$ cat src/rtl/fwd_pkg.sv
`timescale 1ns/1ps
package fwd_pkg;
   // Sequencer phases of the defuzzifier
   typedef enum logic [2:0] {
      PH_IDLE = 3'd0,
      PH_ACC  = 3'd1,
      PH_LOAD = 3'd2,
      PH_DIV  = 3'd3,
      PH_FIN  = 3'd4
   } fwd_phase_e;
endpackage

$ cat src/rtl/fwd_mac.sv
`timescale 1ns/1ps
// Sequential multiply-accumulate: one strength/consequent pair per enabled cycle.
module fwd_mac #(
   parameter int STR_W = 8,
   parameter int CON_W = 8,
   parameter int NUM_W = 18,
   parameter int DEN_W = 10
) (
   input  logic             clk,
   input  logic             rst_n,
   input  logic             clear,
   input  logic             en,
   input  logic [STR_W-1:0] str_in,
   input  logic [CON_W-1:0] con_in,
   output logic [NUM_W-1:0] num,
   output logic [DEN_W-1:0] den
);
   localparam int PROD_W = STR_W + CON_W;

   initial begin
      assert (NUM_W >= PROD_W) else $error("numerator narrower than one product");
      assert (DEN_W >= STR_W) else $error("denominator narrower than one strength");
   end

   logic [PROD_W-1:0] prod;
   assign prod = str_in * con_in;

   always_ff @(posedge clk or negedge rst_n) begin
      if (!rst_n) begin
         num <= '0;
         den <= '0;
      end else if (clear) begin
         num <= '0;
         den <= '0;
      end else if (en) begin
         num <= num + NUM_W'(prod);
         den <= den + DEN_W'(str_in);
      end
   end

   // accumulation never wraps within a sample
   assert_den_no_wrap_R5: assert property (@(posedge clk) disable iff (!rst_n)
      (en && !clear) |=> (den >= $past(den) && num >= $past(num)));
endmodule

$ cat src/rtl/fwd_rdiv.sv
`timescale 1ns/1ps
// Restoring divider, one quotient bit per step.
module fwd_rdiv #(
   parameter int NUM_W = 18,
   parameter int DEN_W = 10
) (
   input  logic             clk,
   input  logic             rst_n,
   input  logic             load,
   input  logic             step,
   input  logic [NUM_W-1:0] dividend,
   input  logic [DEN_W-1:0] divisor,
   output logic [NUM_W-1:0] quotient
);
   initial begin
      assert (NUM_W >= 2) else $error("dividend too narrow");
      assert (DEN_W >= 1) else $error("divisor too narrow");
   end

   logic [DEN_W-1:0] rem;
   logic [DEN_W-1:0] dvs;
   logic [NUM_W-1:0] quo;
   logic [DEN_W:0]   shifted;
   logic [DEN_W:0]   diff;
   logic             fits;

   assign shifted  = {rem, quo[NUM_W-1]};
   assign fits     = (shifted >= {1'b0, dvs});
   assign diff     = shifted - {1'b0, dvs};
   assign quotient = quo;

   always_ff @(posedge clk or negedge rst_n) begin
      if (!rst_n) begin
         rem <= '0;
         dvs <= '0;
         quo <= '0;
      end else if (load) begin
         rem <= '0;
         dvs <= divisor;
         quo <= dividend;
      end else if (step) begin
         if (fits) begin
            rem <= diff[DEN_W-1:0];
            quo <= {quo[NUM_W-2:0], 1'b1};
         end else begin
            rem <= shifted[DEN_W-1:0];
            quo <= {quo[NUM_W-2:0], 1'b0};
         end
      end
   end

   // partial remainder stays below the divisor after every step
   assert_rem_below_divisor_R4: assert property (@(posedge clk) disable iff (!rst_n)
      (step && !load && dvs != '0) |=> (rem < dvs));
endmodule

$ cat src/rtl/fuzzy_wavg_defuzz.sv
`timescale 1ns/1ps
module fuzzy_wavg_defuzz #(
   parameter int N_TERMS = 4,
   parameter int STR_W   = 8,
   parameter int CON_W   = 8,
   parameter int OUT_W   = 8
) (
   input  logic                     clk,
   input  logic                     rst_n,
   input  logic                     start,
   input  logic [N_TERMS*STR_W-1:0] strength_vec,
   input  logic [N_TERMS*CON_W-1:0] conseq_vec,
   output logic                     busy,
   output logic                     done,
   output logic [OUT_W-1:0]         out_value,
   output logic                     no_rule
);
   import fwd_pkg::*;

   localparam int IDX_W = $clog2(N_TERMS);
   localparam int NUM_W = STR_W + CON_W + IDX_W;
   localparam int DEN_W = STR_W + IDX_W;
   localparam int SEQ_W = $clog2(NUM_W + N_TERMS) + 1;
   localparam int LAT   = N_TERMS + NUM_W + 2;
   localparam int LAT_W = $clog2(LAT + 2) + 1;

   initial begin
      assert (N_TERMS >= 2) else $error("need at least two terms");
      assert (OUT_W >= 1 && OUT_W <= NUM_W) else $error("bad output width");
   end

   fwd_phase_e           phase;
   logic [SEQ_W-1:0]     cnt;
   logic [N_TERMS*STR_W-1:0] str_lat;
   logic [N_TERMS*CON_W-1:0] con_lat;
   logic [STR_W-1:0]     str_arr [N_TERMS];
   logic [CON_W-1:0]     con_arr [N_TERMS];
   logic [NUM_W-1:0]     num;
   logic [DEN_W-1:0]     den;
   logic [NUM_W-1:0]     quo;
   logic [OUT_W-1:0]     narrowed;
   logic                 zero_den;
   logic                 accept;

   assign accept = start && (phase == PH_IDLE);
   assign busy   = (phase != PH_IDLE);

   // unpack the captured operands
   for (genvar g = 0; g < N_TERMS; g++) begin : g_unpack
      assign str_arr[g] = str_lat[g*STR_W +: STR_W];
      assign con_arr[g] = con_lat[g*CON_W +: CON_W];
   end

   fwd_mac #(.STR_W(STR_W), .CON_W(CON_W), .NUM_W(NUM_W), .DEN_W(DEN_W)) u_mac (
      .clk    (clk),
      .rst_n  (rst_n),
      .clear  (accept),
      .en     (phase == PH_ACC),
      .str_in (str_arr[cnt[IDX_W-1:0]]),
      .con_in (con_arr[cnt[IDX_W-1:0]]),
      .num    (num),
      .den    (den)
   );

   fwd_rdiv #(.NUM_W(NUM_W), .DEN_W(DEN_W)) u_div (
      .clk      (clk),
      .rst_n    (rst_n),
      .load     (phase == PH_LOAD),
      .step     (phase == PH_DIV),
      .dividend (num),
      .divisor  (den),
      .quotient (quo)
   );

   // output narrowing: clamp when the quotient is wider than the output
   if (NUM_W > OUT_W) begin : g_clamp
      assign narrowed = (|quo[NUM_W-1:OUT_W]) ? {OUT_W{1'b1}} : quo[OUT_W-1:0];
   end else begin : g_direct
      assign narrowed = quo[OUT_W-1:0];
   end

   always_ff @(posedge clk or negedge rst_n) begin
      if (!rst_n) begin
         phase     <= PH_IDLE;
         cnt       <= '0;
         str_lat   <= '0;
         con_lat   <= '0;
         zero_den  <= 1'b0;
         done      <= 1'b0;
         no_rule   <= 1'b0;
         out_value <= '0;
      end else begin
         done <= 1'b0;
         case (phase)
            PH_IDLE: if (start) begin
               str_lat <= strength_vec;
               con_lat <= conseq_vec;
               cnt     <= '0;
               phase   <= PH_ACC;
            end
            PH_ACC: begin
               if (cnt == SEQ_W'(N_TERMS - 1)) begin
                  cnt   <= '0;
                  phase <= PH_LOAD;
               end else begin
                  cnt <= cnt + 1'b1;
               end
            end
            PH_LOAD: begin
               zero_den <= (den == '0);
               cnt      <= '0;
               phase    <= PH_DIV;
            end
            PH_DIV: begin
               if (cnt == SEQ_W'(NUM_W - 1)) begin
                  cnt   <= '0;
                  phase <= PH_FIN;
               end else begin
                  cnt <= cnt + 1'b1;
               end
            end
            PH_FIN: begin
               done    <= 1'b1;
               no_rule <= zero_den;
               if (!zero_den) out_value <= narrowed;
               phase   <= PH_IDLE;
            end
            default: phase <= PH_IDLE;
         endcase
      end
   end

   // ---------------- checker logic ----------------
   logic [LAT_W-1:0] lat_cnt;
   logic [CON_W-1:0] con_max;

   always_ff @(posedge clk or negedge rst_n) begin
      if (!rst_n)      lat_cnt <= '0;
      else if (accept) lat_cnt <= '0;
      else if (busy)   lat_cnt <= lat_cnt + 1'b1;
   end

   always_comb begin
      con_max = '0;
      for (int i = 0; i < N_TERMS; i++)
         if (con_arr[i] > con_max) con_max = con_arr[i];
   end

   assert_busy_after_start_R2: assert property (@(posedge clk) disable iff (!rst_n)
      accept |=> busy);
   assert_done_pulse_R3: assert property (@(posedge clk) disable iff (!rst_n)
      done |=> !done);
   assert_fixed_latency_R3: assert property (@(posedge clk) disable iff (!rst_n)
      done |-> (lat_cnt == LAT_W'(LAT)));
   assert_hold_on_zero_R6: assert property (@(posedge clk) disable iff (!rst_n)
      (done && no_rule) |-> $stable(out_value));
   assert_upper_bound_R8: assert property (@(posedge clk) disable iff (!rst_n)
      (done && !no_rule) |-> ({{(NUM_W-OUT_W){1'b0}}, out_value} <= NUM_W'(con_max)));
endmodule

$ cat config.mk
export PLATFORM = sky130hd
export DESIGN_NAME = fuzzy_wavg_defuzz
export DESIGN_NICKNAME = d
export VERILOG_FILES = /design/src/rtl/fwd_pkg.sv /design/src/rtl/fwd_mac.sv /design/src/rtl/fwd_rdiv.sv /design/src/rtl/fuzzy_wavg_defuzz.sv
export SDC_FILE = /design/constraint.sdc
export NUM_CORES = 1
export LEC_CHECK = 0
export ABC_CLOCK_PERIOD_IN_PS = 6150
export BUFFER_PORTS_ARGS = -buffer_cell sky130_fd_sc_hd__buf_2
export CORE_MARGIN = 8
export CORE_UTILIZATION = 59
export DETAILED_ROUTE_END_ITERATION = 6
export HOLD_SLACK_MARGIN = 0.05
export PLACE_DENSITY_LB_ADDON = 0.3
export SLEW_MARGIN = 10
export SYNTH_ARGS = -nofsm -noshare
export SYNTH_HDL_FRONTEND = slang
export SYNTH_SLANG_ARGS = --single-unit
$ cat constraint.sdc
create_clock -name clk -period 6.15 [get_ports clk]
set_input_delay 1.23 -clock clk [delete_from_list [all_inputs] [get_ports clk]]
set_output_delay 1.23 -clock clk [all_outputs]
set_load 0.05 [all_outputs]
==> impl_metrics.toml, run 1 <==
[synthesis]
ys_ff_latch = 150
synth_compound_area_share_pct = 9.93
netlist_area_um2 = 9740
syn-mean-instance-area_um2 = 9.31
synthAdderAreaFrac_pct = 18.4
synth_mux_area_share_pct = 6.81
synthCells = 1046
synth_simple_gate_area_share_pct = 18.3
post_synth_main_area_contributors = "dfrtp_1, nand2_1, fa_1"
synth_edf_count = 0
yosys-top-cells-count = "nand2_1, dfrtp_1, inv_1, o21ai_0, ha_1"
yosysWarnings = 0
syn-num-nets = 1225
yosysMostFrequentCell = "nand2_1"
ys_types = 62
ys.flop_type = "dfrtp_1"
yosys.area.top_type = "dfrtp_1"
synth_top_area_share_pct = 38.5
async_reset_ff_share_pct = 100
seq_area_frac_synth_pct = 38.5
synth-xor-area-share_pct = 1.89
synth_top_family_by_area = "adder cells"

[cts]
cts_tree = "yes"
postCtsSetupRepairBufs = 0
cts-root-buf = "clkbuf_16"
cts_hold_buf = 0
insertion_delay_ns = 0.43
ctsHtreeMaxLevel = 4
clkSinkCount = 150
clock_path_buffers = 2
clk_pin_slew_ns = 0.06
cts_resized = 0
numCtsBuffers = 17

[worst_setup_path]
cp_cell_sequence = "mux4_2 -> and2_1 -> fa_1 -> fa_1 -> inv_1 -> fa_1 -> fa_1 -> inv_1 -> ha_1 -> o211ai_2 -> a21oi_2 -> o41ai_2 -> a21boi_1 -> o21a_1 -> or3_1 -> a32o_1"
endpoint_kind = "register"
startpoint_type = "register"
crit_fanout = 20
cpMostUsedCell = "fa_1"
cp_data_required_time_ns = 6.46
worst-setup-path-type = "register to register"
crit_slowest_cell = "dfrtp_1"
crit_arrival_ns = 5.99
cpPeakStageDelay_ns = 0.82

[global_route]
grt_pass1_wl_um = 35400
antenna_found_initial = 0
grt_pass1_vias = 7233
grt_max_degree = 98
grt_usage_pct = 21.5
grt_overflow = 0

[route]
routed_wl_um = 20900
drc_errors = 0
vias_per_cell = 5.38
num_vias = 7214
drtIter0Drc = 433
wl_per_cell_um = 15.6
firstDrtPassIters = 5
ant_nets = 0

[timing]
setup_tns_ns = 0
slew_viol_final = 0
hold_violations = 0
fin_crit_ns = 5.68
setup_viol = 0
max_slew_margin_pct = 31.0
finalCritPeriodShare_pct = 92.4
rsz0062_at_grt = "no"
worst_pin_slew_ns = 1.03
fin_skew_ns = 0.0116
timing.fmax_ghz = 0.176

[finish]
syn_to_final_growth_pct = 12.0
final_core_util_pct = 66.7
fin_cells = 1342
n_fill_cell = 1362
antenna_cells = 0
final_layout_size_suffix_gt1_share_pct = 13.0
layout.nets = 1288
final_area_um2 = 10900

[placement]
io_buffers = 77
gp_congestion = 0.912
dp_hpwl_um = 15500
postPlaceCellArea_um2 = 10300
placed_cells = 1310

[hold_path]
hold_path.class = "register to register"

[floorplanning]
dieArea_um2 = 20900
row_count = 47
die_h_um = 144
core_area_um2 = 16300
die_x_um = 144
start_util_pct = 59.6
io_pins = 78

[status]
status = "completed"

[job]
max_cap_viol_count = 0
-- per-stage QoR --
stage	hold slack (ns)	setup WS (ns)
final	0.475	0.469
after global placement	0.455	0.614
after global routing	0.497	0.204
after floorplan	0.440	0.648
after detailed placement	0.462	0.485
after CTS	0.478	0.478
-- path summary, 6_finish.rpt --
kind | startpoint | slack [ns] | end | depth (start not counted)
setup / recovery | cnt[1] | 0.47 | u_mac.num[15] | 16
hold / removal | str_lat[19] | 0.47 | str_lat[19] | 2
setup reg to reg | cnt[1] | 0.47 | u_mac.num[15] | 16
hold reg to reg | str_lat[19] | 0.47 | str_lat[19] | 2
max in group asynchronous | rst_n | 4.09 | out_value[0] | 2
min in group asynchronous | rst_n | 0.86 | u_div.rem[8] | 1
-- registers in the layout (all words and copies together) (netlist names) --
name / cells
u_mac.den: 10
out_value: 8
done: 1
u_div.rem: 10
no_rule: 1
u_div.dvs: 10
str_lat: 32
cnt: 6
u_mac.num: 18
phase: 3
zero_den: 1
con_lat: 32
u_div.quotient: 18
-- kinds of logic after synthesis --
group | count (synthesis)
DFF | 150
buffers and inverters | 154
and+or+nand+nor | 411
xor gates and xnor gates | 21
AOI/OAI and AO/OA | 152
muxes | 46
adders and majority gates | 112
-- worst max-delay path, delay by kind of cell (launching register included) --
family                     cells  cell delay [ns]
and+or+nand+nor                2             0.52
DFF                            1             0.82
muxes                          1             0.55
AOI/OAI and AO/OA              6             1.21
buffers and inverters          2             0.09
adders and majority gates      5             2.37
-- per-layer routing --
layer  vias to the layer above  track usage [%]  share of wire (%)
li1                       3530                -                  -
met1                      3462             30.0                 48
met2                       201             33.2                 46
met3                        21             4.29                5.1
met4                         0             6.79                1.3
met5                         -                0                  0
-- cells in the final DEF, fill, tap and decap left out, types with 4 or more instances in the layout --
master / Yosys / layout
nand4_1: 4 / 4
nand3_1: 15 / 15
nor2b_1: 8 / 8
xnor2_1: 11 / 11
buf_4: 1 / 8
o21a_1: 7 / 7
nand2b_1: 9 / 9
a21o_1: 10 / 10
nor3_1: 5 / 5
buf_2: 9 / 76
dfrtp_1: 150 / 150
clkbuf_16: 0 / 17
o22a_1: 8 / 8
a21oi_1: 19 / 19
and2_1: 38 / 37
nor3b_1: 4 / 4
nor2_1: 16 / 16
nand2_1: 296 / 295
inv_6: 0 / 4
ha_1: 60 / 60
mux4_2: 16 / 16
inv_1: 113 / 113
xor2_1: 10 / 10
fa_1: 52 / 52
a211oi_1: 4 / 4
nor4_1: 4 / 4
o21ai_0: 71 / 71
mux2i_1: 28 / 28
-- layout make-up --
class / instances / area (um^2) / share of cell area (%)
Sequential cell: 150 / 3750 / 34.4
Inverter: 113 / 424 / 3.89
Multi-Input combinational cell: 742 / 5390 / 49.4
Tap cell: 220 / 275 / 2.52
Clock inverter: 13 / 171 / 1.57
Timing Repair Buffer: 85 / 452 / 4.14
Clock buffer: 19 / 443 / 4.06
Power of run 1 is not shown: default switching activity piles up to over one toggle a cycle in this logic, so the estimate is an artifact.
==> run 2: changes to the inputs <==
--- a/config.mk
+++ b/config.mk
@@ -9,6 +9,7 @@
 export BUFFER_PORTS_ARGS = -buffer_cell sky130_fd_sc_hd__buf_2
 export CORE_MARGIN = 8
 export CORE_UTILIZATION = 59
+export CTS_BUF_LIST = sky130_fd_sc_hd__clkbuf_16
 export DETAILED_ROUTE_END_ITERATION = 6
 export HOLD_SLACK_MARGIN = 0.05
 export PLACE_DENSITY_LB_ADDON = 0.3
==> run 2 against run 1 <==
Cell area about the same; global-route usage hardly changed; worst hold slack is essentially flat.
==> impl_metrics.toml, run 2 (same netlist as run 1, synthesis figures left out) <==
[global_route]
antenna_found_initial = 0
grt_max_degree = 98
grt_pass1_wl_um = 35500
grt_pass1_vias = 7260
grt_overflow = 0
grt_usage_pct = 21.5

[worst_setup_path]
path_buf_inv = 2
crit_slowest_cell = "dfrtp_1"
cpPeakStageDelay_ns = 0.82
cp_data_required_time_ns = 6.46
cp_cell_sequence = "mux4_2 -> and2_1 -> fa_1 -> fa_1 -> inv_1 -> fa_1 -> fa_1 -> inv_1 -> ha_1 -> o211ai_2 -> a21oi_2 -> o41ai_2 -> a21boi_1 -> o21a_1 -> or3_1 -> a32o_1"
crit_arrival_ns = 5.99
path_delay_family = "adder cells"
crit_fanout = 20
startpoint_type = "register"
endpoint_kind = "register"
worst-setup-path-type = "register to register"
cpMostUsedCell = "fa_1"

[timing]
timing.fmax_ghz = 0.176
fin_skew_ns = 0.00943
fin_crit_ns = 5.68
max_slew_margin_pct = 31.9
slew_viol_final = 0
rsz0062_at_grt = "no"
setup_viol = 0
holdWs_ns = 0.475
finalCritPeriodShare_pct = 92.4
worst_pin_slew_ns = 1.02
setup_tns_ns = 0
hold_violations = 0

[floorplanning]
io_pins = 78
dieArea_um2 = 20900
start_util_pct = 59.6
die_h_um = 144
core_area_um2 = 16300
row_count = 47
die_x_um = 144

[placement]
gp_congestion = 0.912
io_buffers = 77
dp_hpwl_um = 15500
postPlaceCellArea_um2 = 10300
placed_cells = 1310

[job]
max_cap_viol_count = 0

[finish]
syn_to_final_growth_pct = 11.9
final_common_cell = "nand2_1"
layout.nets = 1288
final_cell_mix = "nand2_1, dfrtp_1, inv_1"
fin_cells = 1342
largestRegisters = "con_lat (32), str_lat (32)"
final_area_um2 = 10900
antenna_cells = 0
final_layout_size_suffix_gt1_share_pct = 12.9

[route]
wl_met2_um = 9570
num_vias = 7181
wl_per_cell_um = 15.6
ant_nets = 0
drtIter0Drc = 347
routed_wl_um = 20900
firstDrtPassIters = 5
vias_per_cell = 5.35
met3_length_um = 1030
drc_errors = 0
drt-met1-wl_um = 10000
dr.max_layer_used = "met4"

[cts]
postCtsSetupRepairBufs = 0
clkSinkCount = 150
cts_tree = "yes"
ctsHtreeMaxLevel = 4
cts_resized = 0
cts-root-buf = "clkbuf_16"
insertion_delay_ns = 0.43
clock_path_buffers = 2
clk_pin_slew_ns = 0.06
cts_hold_buf = 0
numCtsBuffers = 17

[hold_path]
hold_path.class = "register to register"

[status]
status = "completed"
==> run 2: path summary, 6_finish.rpt <==
kind,startpoint,end,slack [ns],cells past startpoint
max in group asynchronous,rst_n,out_value[0],4.08,2
setup / recovery,cnt[1],u_mac.num[15],0.47,16
setup reg to reg,cnt[1],u_mac.num[15],0.47,16
hold reg to reg,str_lat[19],str_lat[19],0.47,2
hold / removal,str_lat[19],str_lat[19],0.47,2
min in group asynchronous,rst_n,u_div.rem[8],0.87,1
==> run 2: cell type report <==
cell class | count | area (um^2)
Clock inverter | 15 | 179
Clock buffer | 17 | 425
Inverter | 113 | 424
Multi-Input combinational cell | 742 | 5390
Tap cell | 220 | 275
Fill cell | 1364 | 5450
Sequential cell | 150 | 3750
Timing Repair Buffer | 85 | 452
==> run 2: routing by layer <==
| metal | global-route usage, % | up-vias |
|---|---|---|
| met5 | 0 | - |
| met4 | 6.85 | 0 |
| met3 | 4.29 | 21 |
| met2 | 33.3 | 190 |
| met1 | 30.0 | 3436 |
| li1 | - | 3534 |
==> run 2: metrics by stage <==
stage,setup slack (ns),utilization (%)
after global placement,0.614,63.0
after global routing,0.204,66.7
final,0.470,66.7
after CTS,0.478,66.7
after floorplan,0.648,-
after detailed placement,0.485,63.0
==> run 2: worst reg2reg max path, stage by stage (launching register included) <==
cell,delay [ns]
dfrtp_1,0.82
mux4_2,0.55
and2_1,0.22
fa_1,0.47
fa_1,0.54
inv_1,0.05
fa_1,0.47
fa_1,0.54
inv_1,0.04
ha_1,0.35
o211ai_2,0.20
a21oi_2,0.07
o41ai_2,0.38
a21boi_1,0.12
o21a_1,0.19
or3_1,0.31
a32o_1,0.25
Power of run 2 is left out for the same reason.
